### src/rtl/tmr_pkg.sv
package tmr_pkg;
    localparam int NUM_CHAN = 3;

    typedef enum logic {
        VOTE_BITWISE = 1'b0,
        VOTE_MEDIAN  = 1'b1
    } vote_mode_e;
endpackage

### src/rtl/tmr_bit_majority.sv
module tmr_bit_majority #(
    parameter int WIDTH = 16
) (
    input  logic [WIDTH-1:0] in_a,
    input  logic [WIDTH-1:0] in_b,
    input  logic [WIDTH-1:0] in_c,
    output logic [WIDTH-1:0] maj
);
    // One AND level feeding one OR level per bit
    for (genvar gi = 0; gi < WIDTH; gi++) begin : g_bit
        logic p_ab, p_ac, p_bc;
        assign p_ab    = in_a[gi] & in_b[gi];
        assign p_ac    = in_a[gi] & in_c[gi];
        assign p_bc    = in_b[gi] & in_c[gi];
        assign maj[gi] = p_ab | p_ac | p_bc;
    end
endmodule

### src/rtl/tmr_median3.sv
module tmr_median3 #(
    parameter int WIDTH = 16
) (
    input  logic [WIDTH-1:0] in_a,
    input  logic [WIDTH-1:0] in_b,
    input  logic [WIDTH-1:0] in_c,
    output logic [WIDTH-1:0] mid
);
    logic a_ge_b, a_ge_c, b_ge_c;

    always_comb begin
        a_ge_b = (in_a >= in_b);
        a_ge_c = (in_a >= in_c);
        b_ge_c = (in_b >= in_c);
        if (a_ge_b) begin
            if (b_ge_c)      mid = in_b;
            else if (a_ge_c) mid = in_c;
            else             mid = in_a;
        end else begin
            if (a_ge_c)      mid = in_a;
            else if (b_ge_c) mid = in_c;
            else             mid = in_b;
        end
    end
endmodule

### src/rtl/tmr_disagree.sv
module tmr_disagree #(
    parameter int WIDTH = 16,
    parameter int CHANS = 3
) (
    input  logic [CHANS-1:0][WIDTH-1:0] chans,
    input  logic [WIDTH-1:0]            ref_word,
    output logic [CHANS-1:0]            flags
);
    for (genvar gc = 0; gc < CHANS; gc++) begin : g_chan
        assign flags[gc] = (chans[gc] != ref_word);
    end
endmodule

### src/rtl/tmr_voter.sv
module tmr_voter #(
    parameter int WIDTH = 16
) (
    input  logic             clk,
    input  logic             rst_n,
    input  logic             in_valid,
    input  logic             mode,
    input  logic [WIDTH-1:0] chan_a,
    input  logic [WIDTH-1:0] chan_b,
    input  logic [WIDTH-1:0] chan_c,
    output logic             out_valid,
    output logic [WIDTH-1:0] voted,
    output logic [2:0]       disagree,
    output logic             any_fault
);
    import tmr_pkg::*;

    typedef struct packed {
        logic                vld;
        logic [WIDTH-1:0]    word;
        logic [NUM_CHAN-1:0] dis;
        logic                any;
    } vote_state_t;

    vote_state_t state_d, state_q;

    logic [WIDTH-1:0]               maj_word, med_word, pick_word;
    logic [NUM_CHAN-1:0][WIDTH-1:0] chan_vec;
    logic [NUM_CHAN-1:0]            flag_vec;
    vote_mode_e                     mode_sel;

    assign chan_vec = {chan_c, chan_b, chan_a};
    assign mode_sel = vote_mode_e'(mode);

    tmr_bit_majority #(.WIDTH(WIDTH)) u_majority (
        .in_a(chan_a), .in_b(chan_b), .in_c(chan_c), .maj(maj_word)
    );

    tmr_median3 #(.WIDTH(WIDTH)) u_median (
        .in_a(chan_a), .in_b(chan_b), .in_c(chan_c), .mid(med_word)
    );

    assign pick_word = (mode_sel == VOTE_MEDIAN) ? med_word : maj_word;

    tmr_disagree #(.WIDTH(WIDTH), .CHANS(NUM_CHAN)) u_disagree (
        .chans(chan_vec), .ref_word(pick_word), .flags(flag_vec)
    );

    always_comb begin
        state_d     = state_q;
        state_d.vld = in_valid;
        if (in_valid) begin
            state_d.word = pick_word;
            state_d.dis  = flag_vec;
            state_d.any  = |flag_vec;
        end
    end

    always_ff @(posedge clk) begin
        if (!rst_n) state_q <= '0;
        else        state_q <= state_d;
    end

    assign out_valid = state_q.vld;
    assign voted     = state_q.word;
    assign disagree  = state_q.dis;
    assign any_fault = state_q.any;

    AST_VALID_FOLLOWS: assert property (@(posedge clk) disable iff (!rst_n)
        in_valid |=> out_valid);
    AST_NO_SPURIOUS_VALID: assert property (@(posedge clk) disable iff (!rst_n)
        !in_valid |=> !out_valid);
    AST_IDLE_HOLDS: assert property (@(posedge clk) disable iff (!rst_n)
        !in_valid |=> ($stable(voted) && $stable(disagree) && $stable(any_fault)));
    AST_PAIR_MASKS: assert property (@(posedge clk) disable iff (!rst_n)
        (in_valid && !mode && chan_a == chan_b) |=> (voted == $past(chan_a)));
    AST_PAIR_ONE_FLAG: assert property (@(posedge clk) disable iff (!rst_n)
        (in_valid && !mode && (chan_a == chan_b || chan_a == chan_c || chan_b == chan_c))
        |=> $onehot0(disagree));
    AST_MEDIAN_IS_INPUT: assert property (@(posedge clk) disable iff (!rst_n)
        (in_valid && mode) |=> (voted == $past(chan_a) || voted == $past(chan_b)
                                || voted == $past(chan_c)));
    AST_MEDIAN_KEEPS_ONE: assert property (@(posedge clk) disable iff (!rst_n)
        (in_valid && mode) |=> ($countones(disagree) <= 2));
    AST_FAULT_SUMMARY: assert property (@(posedge clk) disable iff (!rst_n)
        out_valid |-> (any_fault == (disagree != 3'b000)));
endmodule

### config.mk
export PLATFORM = sky130hd
export DESIGN_NAME = tmr_voter
export DESIGN_NICKNAME = d
export VERILOG_FILES = /design/src/rtl/tmr_pkg.sv /design/src/rtl/tmr_bit_majority.sv /design/src/rtl/tmr_median3.sv /design/src/rtl/tmr_disagree.sv /design/src/rtl/tmr_voter.sv
export SDC_FILE = /design/constraint.sdc
export NUM_CORES = 1
export LEC_CHECK = 0
export BUFFER_PORTS_ARGS = -buffer_cell sky130_fd_sc_hd__buf_2
export CELL_PAD_IN_SITES_DETAIL_PLACEMENT = 1
export CELL_PAD_IN_SITES_GLOBAL_PLACEMENT = 2
export CORE_MARGIN = 3
export CORE_UTILIZATION = 36
export CTS_CLUSTER_DIAMETER = 40
export CTS_CLUSTER_SIZE = 12
export DETAILED_ROUTE_END_ITERATION = 10
export GPL_ROUTABILITY_DRIVEN = 0
export GPL_TIMING_DRIVEN = 0
export PLACE_DENSITY = 0.95
export SLEW_MARGIN = 20
export SYNTH_ARGS = -nofsm -noshare
export SYNTH_HDL_FRONTEND = slang
export SYNTH_HIERARCHICAL = 1
export SYNTH_SLANG_ARGS = --single-unit
### constraint.sdc
create_clock -name clk -period 5.7 [get_ports clk]
set_clock_uncertainty 0.1 [all_clocks]
set_input_delay 0.285 -clock clk [delete_from_list [all_inputs] [get_ports clk]]
set_output_delay 0.285 -clock clk [all_outputs]
set_load 0.02 [all_outputs]
* Word level (Yosys, flattened, before mapping)
Cells that the tools add are included.
** Operators by class
- Mux-type cells :: 6
- Equality and inequality tests :: 3
- Bitwise operators :: 80
- Magnitude comparators :: 3
- Reduce and logical (&&, ||, !) cells :: 1
** Operators with widths (number)
- two-way mux 16 bit :: 6
- AND 1 bit :: 48
- greater-or-equal comparator 16 bit :: 3
- != test 16 bit :: 3
- OR 1 bit :: 32
- OR reduction 3 bit :: 1
** Storage, ports and cells
- Flip-flop bits (word level) :: 21
- Bits of input ports :: 52
- Output and inout port bits :: 21

* Logic depth before layout (Yosys ltp)
Gate-level depths: netlist of the first run.
- Depth in word-level cells :: 7
- Gate-level depth with buffers :: 16
- Mapped depth without buffers :: 15

* Modules after synthesis
The synthesis of the first run kept the hierarchy.
** By module, submodules not included
- tmr_median3 :: seq. area each 0.0 sq um, area each 1546.5 sq um, times used 1, cells each 191
- tmr_voter :: seq. area each 420.4 sq um, area each 1006.0 sq um, times used 1, cells each 87
- tmr_disagree :: seq. area each 0.0 sq um, area each 514.2 sq um, times used 1, cells each 63
- tmr_bit_majority :: seq. area each 0.0 sq um, area each 180.2 sq um, times used 1, cells each 16

* Worst setup path before layout of the first run
OpenSTA, ideal clock, no wires.
- Path kind :: input -> register
- From :: input port chan_b[1]
- To :: register state_q, in the netlist any_fault
- Stages on the path :: 16
- Data arrival time :: 3.169 ns
- Data required time :: 5.480 ns
- Setup time :: 0.120 ns
- Path buffers :: 1
- Setup slack :: 2.310 ns
- Cell sequence :: inv_1 > ha_1 > o211ai_2 > a21oi_1 > o41a_1 > o21ai_4 > nand2_4 > mux2i_4 > buf_6 > o221a_2 > mux2_2 > xor2_1 > nor4_1 > nand4_1 > nor3_1 > a21oi_1
** On the way
- Longest elaborated chain between the ends :: 7
- Elaborated cells on any way between the ends :: 15
- Those cells by class :: 2 x order compare; 3 x eq/ne; 5 x mux; 4 x bitwise; 1 x reduce/logical
** Ends and longest elaborated chain
- start, declared :: RTL line tmr_voter.sv:9 : input logic [WIDTH-1:0] chan_b,
- greater-or-equal comparator 16 bit :: RTL line tmr_median3.sv:14 : b_ge_c = (in_b >= in_c);
- two-way mux 16 bit :: RTL line tmr_median3.sv:21 : else if (b_ge_c) mid = in_c;
- two-way mux 16 bit :: RTL line tmr_median3.sv:20 : if (a_ge_c) mid = in_a;
- two-way mux 16 bit * :: RTL line tmr_median3.sv:15 : if (a_ge_b) begin
- named net med_word[12] :: RTL line tmr_voter.sv:27 : logic [WIDTH-1:0] maj_word, med_word, pick_word;
- two-way mux 16 bit * :: RTL line tmr_voter.sv:43 : assign pick_word = (mode_sel == VOTE_MEDIAN) ? med_word : maj_word;
- named net pick_word[12] :: RTL line tmr_voter.sv:27
- != test 16 bit * :: RTL line tmr_disagree.sv:10 : assign flags[gc] = (chans[gc] != ref_word);
- named net flag_vec[2] :: RTL line tmr_voter.sv:29 : logic [NUM_CHAN-1:0] flag_vec;
- OR reduction 3 bit * :: RTL line tmr_voter.sv:55 : state_d.any = |flag_vec;
- end signal, assigned :: RTL line tmr_voter.sv:61 : else state_q <= state_d;
- end, declared :: RTL line tmr_voter.sv:25 : vote_state_t state_d, state_q;
The timed path passes the listed nets; every way through them passes the cells marked *.
A chain may end at the register's enable or synchronous reset.

* Final worst setup path of the first run
- From :: input port chan_c[14]
- To :: register state_q, in the netlist any_fault
** On the way
- Longest elaborated chain between the ends :: 7
- Elaborated cells on any way between the ends :: 16
- Those cells by class :: 2 x order compare; 3 x eq/ne; 6 x mux; 4 x bitwise; 1 x reduce/logical
** Ends and longest elaborated chain
- start, declared :: RTL line tmr_voter.sv:10 : input logic [WIDTH-1:0] chan_c,
- greater-or-equal comparator 16 bit, on equally long branches :: RTL line tmr_median3.sv:14, tmr_median3.sv:13
- two-way mux 16 bit, on equally long branches :: RTL line tmr_median3.sv:21, tmr_median3.sv:17
- two-way mux 16 bit, on equally long branches :: RTL line tmr_median3.sv:20, tmr_median3.sv:16
- two-way mux 16 bit * :: RTL line tmr_median3.sv:15
- named net med_word[7] :: RTL line tmr_voter.sv:27
- two-way mux 16 bit * :: RTL line tmr_voter.sv:43
- named net pick_word[7] :: RTL line tmr_voter.sv:27
- != test 16 bit * :: RTL line tmr_disagree.sv:10
- named net flag_vec[2] :: RTL line tmr_voter.sv:29
- OR reduction 3 bit * :: RTL line tmr_voter.sv:55
Marks and branches as above.

==> results of run 1 <==
[final timing paths]
kind	slack, ps	cells past startpoint	to
max	1320	17	any_fault
min	280	3	voted[15]
max reg2reg	4860	2	voted[11]
min reg2reg	450	2	disagree[0]
[metrics by stage]
step	setup WS [ps]	area [µm²]	hold WS [ps]
global route	1100	3780	310
detailed placement	1140	3740	427
global placement	1200	3740	389
CTS	1390	3780	279
floorplan	2310	3250	359
finish	1320	3780	284
[layout make-up]
cell class / count / area (µm²)
flip-flops and latches: 21 / 420
plain buffers: 11 / 88.8
repair buffers: 71 / 355
well taps: 108 / 135
fillers: 1061 / 4940
multi-input cells: 290 / 2610
inverters: 35 / 131
clock buffers: 4 / 45.0
[per-layer routing]
| layer | track usage | wire [µm] | vias to the layer above |
|---|---|---|---|
| met4 | 0.0562 | 204 | 0 |
| met1 | 0.259 | 4480 | 1481 |
| met3 | 0.0138 | 349 | 13 |
| met5 | 0 | 0 | - |
| li1 | - | - | 1477 |
| met2 | 0.357 | 5060 | 65 |
[synthesized netlist by cell type, drive strengths merged]
cell and n:
o221a 16, nand3 2, xor2 48, nor2 5, maj3 16, o21bai 1, o21a 2, o21ai 40
and4 1, a22o 1, nor2b 4, o211a 1, a21oi 19, ha 48, o41a 1, nand4 10
dfxtp 21, and2 1, buf 7, a211oi 3, nor3 1, nor4 13, a21o 3, o21ba 16
nand2b 1, mux2 16, a2111oi 1, inv 35, o211ai 3, a2111o 1, a31oi 1, nand2 10
mux2i 5, clkbuf 4
[power by group]
| group | switching (mW) | internal (mW) |
|---|---|---|
| logic | 0.226 | 0.182 |
| registers | 0.00592 | 0.160 |
| clock network | 0.0466 | 0.0498 |
| total | 0.278 | 0.392 |
[cells by family (layout without fill, tap and decap cells)]
logic type | count (synthesis) | count (layout) | synth area share
AOI/OAI and AO/OA | 109 | 109 | 0.255
xor gates and xnor gates | 48 | 48 | 0.129
adders and majority gates | 64 | 64 | 0.240
buffers and inverters | 46 | 121 | 0.0678
DFF | 21 | 21 | 0.129
muxes | 21 | 21 | 0.0902
and+or+nand+nor | 48 | 48 | 0.0879
[flip-flops by register name (all words and copies together) (netlist names)]
signal     cells
any_fault      1
disagree       3
voted         16
out_valid      1
[worst max-delay path, stage by stage]
cell,delay (ps)
sky130_fd_sc_hd__buf_2,130
sky130_fd_sc_hd__inv_1,90
sky130_fd_sc_hd__ha_1,330
sky130_fd_sc_hd__nand4_1,180
sky130_fd_sc_hd__nor4_2,390
sky130_fd_sc_hd__o211ai_2,170
sky130_fd_sc_hd__o211a_1,170
sky130_fd_sc_hd__a211oi_2,490
sky130_fd_sc_hd__buf_4,270
sky130_fd_sc_hd__o21ai_1,90
sky130_fd_sc_hd__o221a_2,120
sky130_fd_sc_hd__mux2_2,350
sky130_fd_sc_hd__xor2_1,190
sky130_fd_sc_hd__nor4_1,540
sky130_fd_sc_hd__nand4_1,280
sky130_fd_sc_hd__nor3_1,270
sky130_fd_sc_hd__a21oi_1,90
==> out/metrics.sh, run 1 <==
SYNTH.TOP_CELLS.BY_AREA='sky130_fd_sc_hd__ha_1 (18%), sky130_fd_sc_hd__dfxtp_1 (13%), sky130_fd_sc_hd__xor2_1 (13%)'
SYNTH_AREA_LEADER_CELL='sky130_fd_sc_hd__ha_1'
CRIT_PATH_START_KIND='input pin'
GRT_ANTENNA_BEFORE_REPAIR=0
SYNTH_FP_NETS=457
TIMING.FINAL.CRIT_SHARE=0.769
CTS.REPORTEDPATHS.CLKPINSLEW_PS=70
MIN_FROM='rst_n'
ARRIVAL_PS=4430
CTS_HOLD_BUF=0
MAXSLEWVIOLCOUNT=0
LAYOUT_COMMONEST_CELL='sky130_fd_sc_hd__buf_2'
PLACE.PORT_BUFFERS=71
FINAL.MIN_CLOCK_PERIOD_PS=4380
LARGEST_NET_DEGREE_AT_THE_START_OF_GLOBAL_ROUTING=12
TIMING_WORST_SLEW_PIN_VALUE_PS=624
RESIDUAL_DRC_COUNT=0
HOLD_VIOLATIONS=0
CAP_VIOLATIONS=0
DETAIL_ROUTE.ITER0.VIOLATIONS=121
NETLIST_INSTANCES=357
YOSYSUNIQUECELLTYPES=50
AREA_OF_THE_CORE_REGION_MM2=0.00872
WORST_SETUP_PATH_STARTPOINT='chan_c[14]'
IR_WORST_VDD_mV=0.0644
CTS-RESIZED-GATES=0
GRT_FIRST_PASS_WIRELENGTH_UM=16300
CTS_TREE='done'
CLOCK_LATENCY_PS=260
CTS.PATH.MAX_BUFFERS=2
SYNTH.FF_LATCH_COUNT=21
SLEW_HEADROOM=0.580
FIN_TNS_SETUP_PS=0
SYNTHESIS.AREA_MM2=0.00325
OUTCOME='finished, final reports clean'
FLOORPLAN.ROWS=34
MAX_FCLK_MHz=228
RSZ0062_AT_GRT='false'
DETAILEDPLACEMENTHPWL_UM=8660
SYNTH-WARNING-COUNT=6
CLOCKROOTBUFFER='sky130_fd_sc_hd__clkbuf_8'
N_ANTENNA_CELL=0
FP.DIEH_UM=101
ROUTE.ANTENNA.REMAINING_NETS=0
CTS_BUFFERS=3
NUMCLOCKSINKS=21
PLACEDCELLCOUNT=536
PIN_COUNT=73
POST_CTS.REPAIR.SETUP_BUFFERS=0
POWER_PER_CELL_AREA_mW_PER_MM2=177
AVERAGE_WIRE_PER_STANDARD_CELL_UM=18.7
LEAKAGEPOWER_nW=1.83
SYN2LAYOUT_AREA_GROWTH_PCT=16.5
POST_ROUTE_CELLS_DRIVE_ABOVE_1_SHARE=0.338
FINAL_ROUTED_WIRELENGTH_UM=10100
CRIT_TYPE='in2reg'
FP.DIEAREA_MM2=0.0102
CRIT_PATH_MAX_FANOUT=10
LAYOUT.CORE_UTILIZATION=0.434
CP_DATA_REQUIRED_TIME_PS=5750
GLOBALROUTEOVERFLOWTOTAL=0
INITIAL_STANDARD_CELL_UTILIZATION_OF_THE_CORE=0.372
SETUP_VIOL=0
GRT_PASS1_VIAS=3198
SYNTH-SEQ-AREA-SHARE=0.129
DRTPASS1ITERATIONS=4
WORST_SETUP_PATH_END_KIND='flip-flop'
CHIPWIDTH_UM=101
VIA_PER_INST=5.62
FINAL-INSTANCE-COUNT-EXCL-FILL=540
DETAILROUTE.VIA_COUNT=3036
CRITICAL_PATH.REG2REG.STARTPOINT='voted[11]'
SYNTHDOMINANTCELLAREASHARE=0.185
GRT_USAGE=0.201
TYPE_OF_THE_TIGHTEST_MIN_DELAY_CHECK='in2reg'
AVGSYNTHCELLAREA_UM2=9.09
FINALPOWER_mW=0.670
MOST-COMMON-LAYOUT-CELLS='sky130_fd_sc_hd__buf_2 (73), sky130_fd_sc_hd__xor2_1 (48), sky130_fd_sc_hd__ha_1 (48), sky130_fd_sc_hd__inv_1 (35), sky130_fd_sc_hd__o21ai_0 (32)'
FINAL_NETS=533
CTS_HTREE_LEVELS=1
Note: power is estimated with default switching activity, not from simulation.
==> run 2: changes to the inputs <==
CORE_UTILIZATION = 30   (was 36)
PLACE_DENSITY = 0.86   (was 0.95)
clock period = 3.7 ns   (was 5.7 ns; I/O delays follow)
==> run 2 against run 1 <==
Compared with the run above: cell count is 9.3% higher; count of clock-buffer cells in the layout did not move; critical endpoint is now disagree[0]; core utilization shrank 1.4 points; sequential share of layout area down 1.5 points; highest routed layer unchanged.
==> out/metrics.sh, run 2 (synthesized netlist as in run 1, its figures left out) <==
ROUTE.ANTENNA.REMAINING_NETS=0
DETAILROUTE.VIA_COUNT=3127
MET1_USAGE=0.237
MAX_FCLK_MHz=277
FLOORPLAN.ROWS=37
OUTCOME='finished, final reports clean'
GRT_ANTENNA_BEFORE_REPAIR=0
CHIPWIDTH_UM=110
PIN_COUNT=73
TIMING.FINAL.CRIT_SHARE=0.975
FP.DIEAREA_MM2=0.0121
LAYOUT.CORE_UTILIZATION=0.420
MET3_USAGE=0.0134
WORST_SETUP_PATH_END_KIND='flip-flop'
LARGEST_REGISTER_FFS=16
CRIT_PATH_TOP_DELAY_CELL='sky130_fd_sc_hd__o41a_1'
INITIAL_STANDARD_CELL_UTILIZATION_OF_THE_CORE=0.312
GLOBALROUTEOVERFLOWTOTAL=0
LEAKAGEPOWER_nW=1.98
PLACED_CELL_AREA_MM2=0.00377
FINAL_NETS=555
HOLD_VIOLATIONS=0
CRITICAL_PATH.CELL_CHAIN='buf_4, ha_4, a22o_1, o41a_1, o21ai_4, nand2_4, mux2i_4, buf_6, buf_4, o221a_2, mux2_4, xor2_1, nor4_1, nand4_1, mux2i_1, nor2b_1'
FIN_TNS_SETUP_PS=0
CTS_TREE='done'
PLACE.PORT_BUFFERS=71
LARGEST_NET_DEGREE_AT_THE_START_OF_GLOBAL_ROUTING=12
FILL_CELLS=1205
DETAIL_ROUTE.ITER0.VIOLATIONS=127
CRIT_PATH_START_KIND='input pin'
SETUP_VIOL=0
POST-PLACE-WS_PS=-718
WHS_PATH_DEPTH=3
CP_DATA_REQUIRED_TIME_PS=3750
AREA_OF_THE_CORE_REGION_MM2=0.0104
CTS_HOLD_BUF=0
LAYOUT_COMMONEST_CELL='sky130_fd_sc_hd__buf_2'
BUSIEST_LAYER='met2'
AVERAGE_WIRE_PER_STANDARD_CELL_UM=19.0
RESIDUAL_DRC_COUNT=0
SETUP_SLACK_PS=93.9
FINAL.MIN_CLOCK_PERIOD_PS=3610
FINAL_ROUTED_WIRELENGTH_UM=11200
MAXSLEWVIOLCOUNT=0
FP.DIEH_UM=110
DETAILEDPLACEMENTHPWL_UM=8690
N_ANTENNA_CELL=0
CAP_VIOLATIONS=0
CLOCK_LATENCY_PS=250
TIMING_WORST_SLEW_PIN_VALUE_PS=382
TYPE_OF_THE_TIGHTEST_MIN_DELAY_CHECK='in2reg'
CTS.REPORTEDPATHS.CLKPINSLEW_PS=70
MOST-COMMON-LAYOUT-CELLS='sky130_fd_sc_hd__buf_2 (65), sky130_fd_sc_hd__xor2_1 (47), sky130_fd_sc_hd__ha_1 (33), sky130_fd_sc_hd__o21ai_0 (32)'
ARRIVAL_PS=3650
CTS.PATH.MAX_BUFFERS=2
FINAL-INSTANCE-COUNT-EXCL-FILL=590
VIA_PER_INST=5.30
CTS_BUFFERS=3
PLACEDCELLCOUNT=564
POST_ROUTE_CELLS_DRIVE_ABOVE_1_SHARE=0.474
LAYOUT.CELL_AREA.NON_FILLER_MM2=0.00437
GRT_PASS1_VIAS=3137
GRT_USAGE=0.172
CRIT_PATH_MAX_FANOUT=6
GRT.MET2_USAGE=0.293
SYN2LAYOUT_AREA_GROWTH_PCT=34.6
FINALPOWER_mW=1.17
FINAL.HOLD.WORST_SLACK_PS=196
CRITICAL_PATH.MAX_STAGE_DELAY_PS=440
DRTPASS1ITERATIONS=4
POWER_PER_CELL_AREA_mW_PER_MM2=267
GRT_FIRST_PASS_WIRELENGTH_UM=16400
CLOCKROOTBUFFER='sky130_fd_sc_hd__clkbuf_8'
CTS_HTREE_LEVELS=1
CRIT_TYPE='in2reg'
NUMCLOCKSINKS=21
SLEW_HEADROOM=0.743
IR_WORST_VDD_mV=0.147
MOST_REPEATED_LIBRARY_CELL_ON_THE_CRITICAL_PATH='sky130_fd_sc_hd__buf_4'
WORST_R2R_PATH_DEPTH=2
-- run 2: cell count changes in the layout (fill, tap and decap cells not counted), sizes merged --
cell / delta
buf: +18
clkbuf: +4
-- run 2: worst paths after layout --
check | from | end | slack (ps)
setup / recovery | chan_a[5] | disagree[0] | 90
hold / removal | in_valid | disagree[2] | 200
setup reg to reg | voted[7] | voted[7] | 2850
hold reg to reg | disagree[1] | disagree[1] | 420
-- run 2: timing repair --
action                     4_1_cts  5_1_grt
pin swaps                       11       29
cloned                           1        0
setup endpoints to repair        4        4
setup buffers                    8       13
gates resized for setup         10       70
-- run 2: area by class of cell --
cell class / instances / area, µm² / share of cell area
Buffer: 11 / 98.8 / 0.0226
Sequential cell: 21 / 420 / 0.0962
Clock buffer: 4 / 45.0 / 0.0103
Tap cell: 136 / 170 / 0.0389
Timing Repair Buffer: 93 / 552 / 0.126
Multi-Input combinational cell: 290 / 2950 / 0.675
Inverter: 35 / 134 / 0.0306
-- run 2: report_power, final --
group | switching [mW] | total, mW | internal (mW)
Sequential | 0.00932 | 0.256 | 0.247
Clock | 0.0673 | 0.144 | 0.0764
Combinational | 0.408 | 0.768 | 0.360
Total | 0.485 | 1.17 | 0.683
-- run 2: routing by layer --
metal	wire length [µm]	vias up
met5	0	-
met4	127	0
met3	422	8
met2	5620	57
met1	5070	1538
li1	-	1524
-- run 2: worst max-delay path: cells and delay by family --
kind,cells,cell delay [ps]
AOI/OAI and AO/OA,4,1160
muxes,3,740
and+or+nand+nor,4,680
buffers and inverters,3,470
adders and majority gates,1,240
xor gates and xnor gates,1,180
